`config.mk`:
```
export PLATFORM = sky130hd
export DESIGN_NAME = dts_scheduler
export DESIGN_NICKNAME = d
export VERILOG_FILES = /design/src/rtl/dts_pkg.sv /design/src/rtl/dts_theta.sv /design/src/rtl/dts_busy_map.sv /design/src/rtl/dts_pair_search.sv /design/src/rtl/dts_scheduler.sv
export SDC_FILE = /design/constraint.sdc
export NUM_CORES = 1
export LEC_CHECK = 0
export BUFFER_PORTS_ARGS = -buffer_cell sky130_fd_sc_hd__buf_2
export CORE_MARGIN = 2
export CORE_UTILIZATION = 54
export CTS_BUF_LIST = sky130_fd_sc_hd__clkbuf_4
export CTS_CLUSTER_SIZE = 12
export DETAILED_ROUTE_END_ITERATION = 7
export MAX_ROUTING_LAYER = met4
export PLACE_DENSITY_LB_ADDON = 0.3
export SLEW_MARGIN = 10
export SYNTH_ARGS = -nofsm -noshare
export SYNTH_HDL_FRONTEND = slang
export SYNTH_HIERARCHICAL = 1
export SYNTH_SLANG_ARGS = --single-unit
```
`constraint.sdc`:
```
create_clock -name clk -period 3.4 [get_ports clk]
set_input_delay 0.34 -clock clk [delete_from_list [all_inputs] [get_ports clk]]
set_output_delay 0.34 -clock clk [all_outputs]
set_load 0.03 [all_outputs]
```
`src/rtl/dts_pkg.sv`:
```
package dts_pkg;

    typedef enum logic [1:0] {
        RES_NONE  = 2'd0,
        RES_GRANT = 2'd1,
        RES_DROP  = 2'd2
    } res_e;

endpackage

```
`src/rtl/dts_theta.sv`:
```
// Sub-cycle delay: (dst - src - slot) modulo the power-of-two port count.
module dts_theta #(
    parameter int PW = 2
) (
    input  logic [PW-1:0] src_i,
    input  logic [PW-1:0] dst_i,
    input  logic [PW-1:0] cnt_i,
    output logic [PW-1:0] theta_o
);
    assign theta_o = dst_i - src_i - cnt_i;
endmodule

```
`src/rtl/dts_busy_map.sv`:
```
// Future-slot occupancy: bit i stands for offset i+1; offset 0 is not kept.
module dts_busy_map #(
    parameter int DEPTH = 8,
    parameter int OW    = 4
) (
    input  logic             clk,
    input  logic             rst_n,
    input  logic             shift_en,
    input  logic             set_en,
    input  logic [OW-1:0]    set_off,
    output logic [DEPTH-1:0] map_o
);
    logic [DEPTH-1:0] map_d, map_q, marked;

    always_comb begin
        marked = map_q;
        for (int i = 0; i < DEPTH; i++) begin
            if (set_en && set_off == OW'(i + 1)) begin
                marked[i] = 1'b1;
            end
        end
        map_d = shift_en ? (marked >> 1) : marked;
    end

    always_ff @(posedge clk or negedge rst_n) begin
        if (!rst_n) begin
            map_q <= '0;
        end else begin
            map_q <= map_d;
        end
    end

    assign map_o = map_q;
endmodule

```
`src/rtl/dts_pair_search.sv`:
```
// Checks B candidate pairs and picks the lowest cycle delay whose two slots are free.
module dts_pair_search #(
    parameter int N  = 4,
    parameter int B  = 3,
    parameter int L1 = (B - 1) * N,
    parameter int L2 = B * N - 1,
    parameter int PW = 2,
    parameter int KW = 2,
    parameter int OW = 4
) (
    input  logic [L1-1:0] map1_i,
    input  logic [L2-1:0] map2_i,
    input  logic [PW-1:0] theta_i,
    output logic          found_o,
    output logic [KW-1:0] k_o,
    output logic [OW-1:0] off1_o,
    output logic [OW-1:0] off2_o
);
    logic [L1:0]   ext1;
    logic [L2:0]   ext2;
    logic [B-1:0]  ok;

    // Offset 0 appended as a constant free position.
    assign ext1 = {map1_i, 1'b0};
    assign ext2 = {map2_i, 1'b0};

    for (genvar g = 0; g < B; g++) begin : g_cand
        localparam int BASE = g * N;
        logic [OW-1:0] off2;
        assign off2  = OW'(BASE) + OW'(theta_i);
        assign ok[g] = !ext1[BASE] && !ext2[off2];
    end

    always_comb begin
        found_o = 1'b0;
        k_o     = '0;
        off1_o  = '0;
        off2_o  = '0;
        for (int i = B - 1; i >= 0; i--) begin
            if (ok[i]) begin
                found_o = 1'b1;
                k_o     = KW'(i);
                off1_o  = OW'(i * N);
                off2_o  = OW'(i * N) + OW'(theta_i);
            end
        end
    end
endmodule

```
`src/rtl/dts_scheduler.sv`:
```
module dts_scheduler #(
    parameter int N = 4,
    parameter int B = 3,
    localparam int PW = $clog2(N),
    localparam int KW = (B > 2) ? $clog2(B) : 1
) (
    input  logic          clk,
    input  logic          rst_n,
    input  logic          slot_i,
    input  logic          req_i,
    input  logic [PW-1:0] src_i,
    input  logic [PW-1:0] dst_i,
    output logic          grant_o,
    output logic          drop_o,
    output logic [KW-1:0] kdly_o,
    output logic [PW-1:0] theta_o
);
    import dts_pkg::*;

    localparam int L1 = (B - 1) * N;
    localparam int L2 = B * N - 1;
    localparam int OW = $clog2(L2 + 1);

    typedef struct packed {
        logic [PW-1:0] cnt;
        res_e          res;
        logic [KW-1:0] k;
        logic [PW-1:0] th;
    } state_t;

    state_t st_d, st_q;

    logic [PW-1:0] theta_w;
    logic [L1-1:0] map1_w;
    logic [L2-1:0] map2_w;
    logic          found_w;
    logic [KW-1:0] k_w;
    logic [OW-1:0] off1_w, off2_w;
    logic          book_w;

    dts_theta #(.PW(PW)) u_theta (
        .src_i   (src_i),
        .dst_i   (dst_i),
        .cnt_i   (st_q.cnt),
        .theta_o (theta_w)
    );

    dts_pair_search #(
        .N(N), .B(B), .L1(L1), .L2(L2), .PW(PW), .KW(KW), .OW(OW)
    ) u_search (
        .map1_i  (map1_w),
        .map2_i  (map2_w),
        .theta_i (theta_w),
        .found_o (found_w),
        .k_o     (k_w),
        .off1_o  (off1_w),
        .off2_o  (off2_w)
    );

    assign book_w = slot_i && req_i && found_w;

    dts_busy_map #(.DEPTH(L1), .OW(OW)) u_map_first (
        .clk      (clk),
        .rst_n    (rst_n),
        .shift_en (slot_i),
        .set_en   (book_w),
        .set_off  (off1_w),
        .map_o    (map1_w)
    );

    dts_busy_map #(.DEPTH(L2), .OW(OW)) u_map_final (
        .clk      (clk),
        .rst_n    (rst_n),
        .shift_en (slot_i),
        .set_en   (book_w),
        .set_off  (off2_w),
        .map_o    (map2_w)
    );

    always_comb begin
        st_d     = st_q;
        st_d.res = RES_NONE;
        st_d.k   = '0;
        st_d.th  = '0;
        if (slot_i) begin
            st_d.cnt = st_q.cnt + PW'(1);
            if (req_i) begin
                st_d.th = theta_w;
                if (found_w) begin
                    st_d.res = RES_GRANT;
                    st_d.k   = k_w;
                end else begin
                    st_d.res = RES_DROP;
                end
            end
        end
    end

    always_ff @(posedge clk or negedge rst_n) begin
        if (!rst_n) begin
            st_q <= '{cnt: '0, res: RES_NONE, k: '0, th: '0};
        end else begin
            st_q <= st_d;
        end
    end

    assign grant_o = (st_q.res == RES_GRANT);
    assign drop_o  = (st_q.res == RES_DROP);
    assign kdly_o  = st_q.k;
    assign theta_o = st_q.th;
endmodule

```
# Word level (Yosys, flattened, before mapping)
# Index checks and enable logic that the tools add are counted.
# word_totals
word_cells	107
out_inout_bits	6
in_bits	8
regBits	26
# op_classes
n_eq_ne	21
order_cmp	3
mux	43
n_reduce_logical	28
n_addsub	5
# op_table
op	count
$eq A4 B3 Y1 const B	8
$mux W1	25
$mux W4	6
$logic_and A1 B1 Y1	23
$eq A4 B4 Y1 const B	5
$eq A4 B2 Y1 const B	4
$mux W6	2
$mux W11	1
$lt A4 B5 Y1 const B	2
$mux W2	5
$bmux W1 S4	2
$eq A4 B1 Y1 const B	2
$mux W8	1
$lt A2 B5 Y1 const B	1
$add A3 B2 Y4 const A	1
$add A4 B2 Y4 const A	1
$logic_not A1 Y1	4
$sub A2 B2 Y2	2
$add A2 B1 Y2 const B	1
$bmux W1 S2	1
$eq A2 B1 Y1 const B	1
$eq A2 B2 Y1 const B	1
$reduce_bool A2 Y1	1

# Depth between registers and ports, before layout
# Gate-level depths: netlist of the first run.
# logic_depth
word_depth	14
ltp_mapped	12
ltp_nobuf	11

# By module
# The synthesis of the first run kept the hierarchy.
# by_module_without_submodules
module	seq_area_each_um2	area_each_um2	n_inst	cells_per_inst
dts_busy_map at u_map_final	275.3	495.5	1	41
dts_busy_map at u_map_first	200.2	372.9	1	32
dts_scheduler	200.2	314.1	1	25
dts_pair_search	0.0	217.7	1	30
dts_theta	0.0	57.6	1	7

# Worst setup path after synthesis of the first run
# Ideal clock, no wire load.
# synth_timing
path_kind	input port to flip-flop
start	input port src_i[0]
end	register u_map_first.map_q[2], in the netlist u_map_first/map_o[2]
stages	12
path_slack_ns	0.670
required_ns	3.260
n_path_buf	1
setup_time_ns	0.140
arrival_ns	2.590
path_cell_list	inv_1 fa_1 xnor2_1 xnor2_1 nor2_1 a22oi_1 nand2_1 nor3_1 buf_4 and2b_2 a21oi_1 mux2i_1
# synth_between
elab_chain_len	14
elab_cells_between_ends	28
cone_classes	4 x add/sub; 2 x eq/ne; 15 x mux; 7 x reduce/logical
# synth_lines
element	line_no	source
from (decl)	dts_scheduler.sv:11	input logic [PW-1:0] src_i,
$sub A2 B2 Y2 (*) (2 in series)	dts_theta.sv:10	assign theta_o = dst_i - src_i - cnt_i;
net theta_w[1]	dts_scheduler.sv:33	logic [PW-1:0] theta_w;
$add A4 B2 Y4	dts_pair_search.sv:30	assign off2 = OW'(BASE) + OW'(theta_i);
$bmux W1 S4	dts_pair_search.sv:31	assign ok[g] = !ext1[BASE] && !ext2[off2];
$mux W1 (implied by the code)	dts_pair_search.sv:31	
$logic_not A1 Y1	dts_pair_search.sv:31	
$logic_and A1 B1 Y1	dts_pair_search.sv:31	
$mux W4 (2 in series)	dts_pair_search.sv:40	if (ok[i]) begin
$mux W4 (*)	dts_pair_search.sv:40	
net off1_w[3]	dts_scheduler.sv:38	logic [OW-1:0] off1_w, off2_w;
$eq A4 B2 Y1 / $eq A4 B3 Y1 (equally long branches)	dts_busy_map.sv:18	if (set_en && set_off == OW'(i + 1)) begin
$logic_and A1 B1 Y1	dts_busy_map.sv:18	
$mux W1	dts_busy_map.sv:18	
$mux W8 (*)	dts_busy_map.sv:22	map_d = shift_en ? (marked >> 1) : marked;
net u_map_first.map_d[2]	dts_busy_map.sv:13	logic [DEPTH-1:0] map_d, map_q, marked;
to (signal assigned)	dts_busy_map.sv:29	map_q <= map_d;
to (decl)	dts_busy_map.sv:13	
# The timed path passes the listed nets; every way through them passes the cells marked *. The select of a mux whose other input is x is not followed.
# A chain may end at the register's enable or synchronous reset.

# Final worst setup path of the first run
# layout_timing
start	register st_q[6] (netlist name)
end	register u_map_final.map_q[9], in the netlist u_map_final/map_o[9]
# layout_between
elab_chain_len	13
elab_cells_between_ends	27
cone_classes	3 x add/sub; 2 x eq/ne; 15 x mux; 7 x reduce/logical
# layout_lines
element	line_no	source
from (decl)	dts_scheduler.sv:31	state_t st_d, st_q;
from (signal assigned)	dts_scheduler.sv:101	st_q <= '{cnt: '0, res: RES_NONE, k: '0, th: '0};
from (signal assigned)	dts_scheduler.sv:103	st_q <= st_d;
$sub A2 B2 Y2 (*)	dts_theta.sv:10	
net theta_w[1]	dts_scheduler.sv:33	
$add A4 B2 Y4	dts_pair_search.sv:30	
$bmux W1 S4	dts_pair_search.sv:31	
$mux W1 (implied by the code)	dts_pair_search.sv:31	
$logic_not A1 Y1	dts_pair_search.sv:31	
$logic_and A1 B1 Y1	dts_pair_search.sv:31	
$mux W1 (2 in series)	dts_pair_search.sv:40	
$mux W1 (*)	dts_pair_search.sv:40	
net found_w	dts_scheduler.sv:36	logic found_w;
$logic_and A1 B1 Y1 (*)	dts_scheduler.sv:60	assign book_w = slot_i && req_i && found_w;
$logic_and A1 B1 Y1	dts_busy_map.sv:18	
$mux W1	dts_busy_map.sv:18	
$mux W11 (*)	dts_busy_map.sv:22	
net u_map_final.map_d[9]	dts_busy_map.sv:13	
to (signal assigned)	dts_busy_map.sv:29	
to (decl)	dts_busy_map.sv:13	
# Marks and branches as above.

==> summary.txt, run 1 <==
Sink Count: 24
# IOs: 14
Power Density: 797 nW/um2
Hpwl dp: 1.61 mm
Final wirelength: 2.23 mm
Fin nets: 140
Hold Worst Slack: 264 ps
Site Rows: 17
Worst Path Max Fanout: 8
Routed met3 length: 126 um
Final Hold Fails: 0
DRT Pass-1 Iters: 4
Vias per inst: 5.48
Worst path cell trace: inv_1 > fa_1 > xnor2_1 > xnor2_1 > mux2i_1 > mux2i_1 > o211ai_2 > and2_1 > and3_2 > a21oi_1 > mux2i_1
Post_cts resized: 0
Layout area overhead: 5.68%
Worst-margin pin slew: 566 ps
CP Data Arrival Time: 3160 ps
DR iter-0 viols: 17
Worst skew pair latency: 310 ps
GRT Total Usage: 18.4%
Worst path bufs/invs: 1
Clock power share: 17.9%
First-pass GRT wire length: 3.66 mm
Setup violations, final: 0
Max Transition Viols Final: 0
FF-to-FF setup slack: 420 ps
CTS tree: yes
Crit path kind: reg2reg
Crit start category: flop
Core Region: 2250 um2
End of the worst hold path: st_q[5]$_DFF_PN0_
Post-Syn Area: 1320 um2
Min-Delay Path Class: in2reg
CP max stage delay: 470 ps
Sw Ratio: 38.4%
Critical Path RT: 3580 ps
H-tree levels: 1
Initial core utilization: 58.7%
Synth Warn #: 6
RR Startpoint: st_q[6]$_DFFE_PN0P_
Worst VDD drop: 0.435 mV
Top layer in use: met4
GP Congestion: 0.841
DR WL/cell: 14.1 um
R2r endpoint: u_map_final/map_o[9]$_DFF_PN0_
Status: finished, final reports clean
Unrepaired setup endpoints after global routing: no
Worst-path clk slew: 130 ps
Post-Syn Instances: 124
Drt drc: 0
DIE AREA: 2860 um2
Post-route setup TNS: 0 ps
Vias in the first global route: 876
Internal: 0.000686 W
Worst hold start: req_i
Top delay family on crit path: XOR/XNOR gates
Final worst path period need: 2980 ps
Sequential power share: 37.1%
Average cell area after synthesis: 10.7 um2
Skew final: 4.71 ps
Fmax: 336 MHz
CTS Buf Count: 3
Leading cell types in the layout, fill and taps excluded: dfrtp_1, mux2i_1, buf_2, a21oi_1, nor2_1
Most used cell along the critical path: mux2i_1
CTS max path bufs: 2
Met2 wire len: 1.08 mm
Pleak: 0.714 nW
Die Wd: 53.5 um
# Max-Cap Violations: 0
Largest net degree at the start of global routing: 25
Die extent in y: 53.5 um
Layout Cells excl Fill: 158
Initial antenna violation count: 0
Slowest cell on crit path: xnor2_1
Cell chosen for the clock root: clkbuf_4
P_sw: 0.000428 W
Grt total ovfl: 0
Diode count: 0
Dpl cells: 153
Via count: 866
PortBufs: 13
Commonest non-fill, non-tap cell in the layout: dfrtp_1
R2r worst-path depth: 11
Setup crit end kind: flop
Final ANT Viol Nets: 0
Relative slew margins: 62.0%
Met1 WL: 1.00 mm
Layout cells sized above 1: 20.0%
Period utilization: 87.6%
Gate power share: 45.0%
WHS Path Cells: 3
## layout make-up
| type | instances | area [um2] |
|---|---|---|
| clock buffers | 3 | 22.5 |
| clock inverters | 1 | 30.0 |
| fillers | 180 | 857 |
| inverters | 5 | 18.8 |
| multi-input cells | 82 | 608 |
| flip-flops and latches | 24 | 601 |
| well taps | 28 | 35.0 |
| repair buffers | 15 | 82.6 |
## per-layer routing
layer | GRT usage [%] | up-vias
li1 | - | 434
met1 | 20.0 | 403
met2 | 32.1 | 27
met3 | 2.82 | 2
met4 | 9.83 | 0
met5 | - | -
## timing repair
item	in CTS	in global routing
endpoints found under the hold margin	14	0
buffers inserted	0	0
hold buffers	1	0
## state kept, by name, summed over array words and instances (netlist names)
| signal | count |
|---|---|
| kdly_o | 2 |
| st_q | 4 |
| theta_o | 2 |
| u_map_final/map_o | 11 |
| u_map_first/map_o | 5 |
## worst min-delay path, stage by stage
cell	delay [ps]
buf_2	120
nand2_1	50
nor2_1	40
## how the worst max path moves through the flow
| stage | from | end | slack (ps) | depth (start not counted) |
|---|---|---|---|---|
| floorplan | src_i[0] | u_map_final/map_o[4]$_DFF_PN0_ | 710 | 12 |
| global placement | src_i[0] | u_map_final/map_o[3]$_DFF_PN0_ | 360 | 12 |
| detailed placement | src_i[0] | u_map_final/map_o[0]$_DFFE_PN0P_ | 360 | 12 |
| CTS | st_q[6]$_DFFE_PN0P_ | u_map_final/map_o[0]$_DFFE_PN0P_ | 430 | 11 |
| global route | st_q[6]$_DFFE_PN0P_ | u_map_final/map_o[7]$_DFF_PN0_ | 90 | 11 |
| finish | st_q[6]$_DFFE_PN0P_ | u_map_final/map_o[9]$_DFF_PN0_ | 420 | 11 |
## metrics by stage
| stage | util, % | total power (W) | setup slack (ps) | instance area (um2) |
|---|---|---|---|---|
| after detailed placement | 59.2 | 0.000912 | 360 | 1340 |
| after floorplan | - | 0.000868 | 712 | 1330 |
| after global routing | 62.0 | 0.00119 | 89.6 | 1400 |
| after CTS | 62.0 | 0.00112 | 433 | 1400 |
| final | 62.0 | 0.00111 | 423 | 1400 |
| after global placement | 59.2 | 0.000904 | 361 | 1340 |
## power by group through the flow
| stage | logic [W] | registers, W | clock network, W |
|---|---|---|---|
| floorplan | 0.000463 | 0.000406 | 0 |
| global placement | 0.000482 | 0.000422 | 0 |
| detailed placement | 0.000491 | 0.000420 | 0 |
| CTS | 0.000496 | 0.000414 | 0.000206 |
| global route | 0.000554 | 0.000424 | 0.000216 |
| finish | 0.000501 | 0.000413 | 0.000199 |
Power figures use the tool's default switching activity.
==> run 2: changes to the inputs <==
--- a/config.mk
+++ b/config.mk
@@ -7,7 +7,7 @@
 export LEC_CHECK = 0
 export BUFFER_PORTS_ARGS = -buffer_cell sky130_fd_sc_hd__buf_2
 export CORE_MARGIN = 2
-export CORE_UTILIZATION = 54
+export CORE_UTILIZATION = 61
 export CTS_BUF_LIST = sky130_fd_sc_hd__clkbuf_4
 export CTS_CLUSTER_SIZE = 12
 export DETAILED_ROUTE_END_ITERATION = 7
==> run 2 against run 1 <==
  * Die area shrank 11%
  * Sequential power is essentially flat
  * Worst hold slack lost 3.5 ps
  * Cell count shrank 0.63%
  * Critical path depth grew 1
==> summary.txt, run 2 (synthesis gave the netlist of run 1 again) <==
PortBufs: 13
Crit start category: flop
Post-route design area: 1400 um2
Largest net degree at the start of global routing: 25
Min-Delay Path Class: in2reg
Final ANT Viol Nets: 0
Grt total ovfl: 0
Vias per inst: 5.66
WHS Path Cells: 3
Largest register FFs: 11
Pwr Total: 0.00112 W
R2r worst-path depth: 12
Sink Count: 24
Worst VDD drop: 0.496 mV
# Max-Cap Violations: 0
Via count: 889
Vias in the first global route: 866
Fmax: 331 MHz
Diode count: 0
Period utilization: 89.0%
Unrepaired setup endpoints after global routing: no
Hold Worst Slack: 261 ps
RR Startpoint: st_q[6]$_DFFE_PN0P_
Status: finished, final reports clean
DR WL/cell: 14.2 um
DRT Pass-1 Iters: 4
Final Hold Fails: 0
DIE AREA: 2560 um2
Setup crit end kind: flop
Cell chosen for the clock root: clkbuf_4
Setup bufs post-CTS: 0
Drt drc: 0
Die Wd: 50.6 um
H-tree levels: 1
Initial antenna violation count: 0
Layout cells sized above 1: 20.0%
Fin nets: 140
Setup violations, final: 0
GRT Total Usage: 21.8%
Core Region: 2000 um2
CTS Buf Count: 3
Slowest cell on crit path: xnor2_1
Crit path kind: reg2reg
Leading cell types in the layout, fill and taps excluded: dfrtp_1, mux2i_1, buf_2, a21oi_1, nor2_1
# IOs: 14
R2r endpoint: u_map_final/map_o[2]$_DFF_PN0_
Power Density: 800 nW/um2
CTS max path bufs: 2
CP Data Arrival Time: 3220 ps
CTS tree: yes
Worst skew pair latency: 320 ps
Most used cell along the critical path: xnor2_1
Layout area overhead: 5.58%
Site Rows: 16
Area occupied by multi-input gates: 608 um2
Hpwl dp: 1.60 mm
GP Congestion: 0.944
Die extent in y: 50.6 um
Critical Path RT: 3590 ps
Storage cell area: 601 um2
CP max stage delay: 500 ps
Worst-path clk slew: 130 ps
Worst-margin pin slew: 613 ps
Post-place instance area: 1330 um2
Final wirelength: 2.23 mm
Worst hold start: req_i
First-pass GRT wire length: 3.99 mm
Relative slew margins: 58.8%
Worst Path Max Fanout: 8
DR iter-0 viols: 20
Final worst path period need: 3030 ps
Post-route setup TNS: 0 ps
# fillers: 149
Max Transition Viols Final: 0
Worst setup path startpoint: st_q[6]$_DFFE_PN0P_
FF-to-FF setup slack: 370 ps
Skew final: 3.65 ps
Initial core utilization: 66.1%
Worst path cell trace: inv_1 > fa_1 > xnor2_1 > xnor2_1 > nor2_1 > a22oi_1 > nand2_1 > nor3_1 > buf_4 > and2b_1 > a21oi_1 > mux2i_1
Commonest non-fill, non-tap cell in the layout: dfrtp_1
Pleak: 0.714 nW
Critical Path Sink: u_map_final/map_o[2]$_DFF_PN0_
## run 2: cell counts in the layout (fill, tap and decap cells not counted)
Identical to the previous run, type by type.
## run 2: worst min-delay path by stage
stage	endpoint	slack (ps)
2_1_floorplan	kdly_o[0]$_DFF_PN0_	40
3_3_place_gp	st_q[6]$_DFFE_PN0P_	340
3_5_place_dp	st_q[6]$_DFFE_PN0P_	350
4_1_cts	st_q[5]$_DFF_PN0_	260
5_1_grt	st_q[5]$_DFF_PN0_	260
6_report	st_q[5]$_DFF_PN0_	260
## run 2: area by class of cell
class / count / share of cell area [%]
Clock buffer: 3 / 1.61
Sequential cell: 24 / 43.0
Clock inverter: 1 / 2.15
Multi-Input combinational cell: 82 / 43.5
Timing Repair Buffer: 15 / 5.91
Tap cell: 27 / 2.42
Inverter: 5 / 1.34
## run 2: per-layer routing
| layer | global-route usage [%] | wire [um] |
|---|---|---|
| met5 | - | 0 |
| met4 | 6.76 | 33 |
| met2 | 34.0 | 1030 |
| met3 | 5.36 | 105 |
| met1 | 28.2 | 1060 |
## run 2: what timing repair did
action | in CTS | in global routing
hold buffers | 1 | 0
hold endpoints to repair | 24 | 0
gates resized for setup | 0 | 0
## run 2: stage by stage
step	cells	util [%]	setup WS (ps)
floorplan	125	-	712
global placement	152	66.6	363
detailed placement	152	66.6	329
CTS	157	69.8	392
global route	157	69.8	27.0
finish	157	69.8	375
## run 2: critical path: cells and delay by family, from the launching register on
kind / cells / cell delay (ps)
compound gates: 2 / 520
fa+ha+maj: 1 / 370
mux: 1 / 110
flops: 1 / 410
buf+inv: 2 / 240
simple gates: 4 / 600
xor+xnor: 2 / 650
## run 2: where the power goes
group | leakage (nW) | internal (W) | switching [W]
combinational | 0.363 | 0.000204 | 0.000293
clock | 0.0279 | 0.000119 | 0.0000851
sequential | 0.323 | 0.000363 | 0.0000531
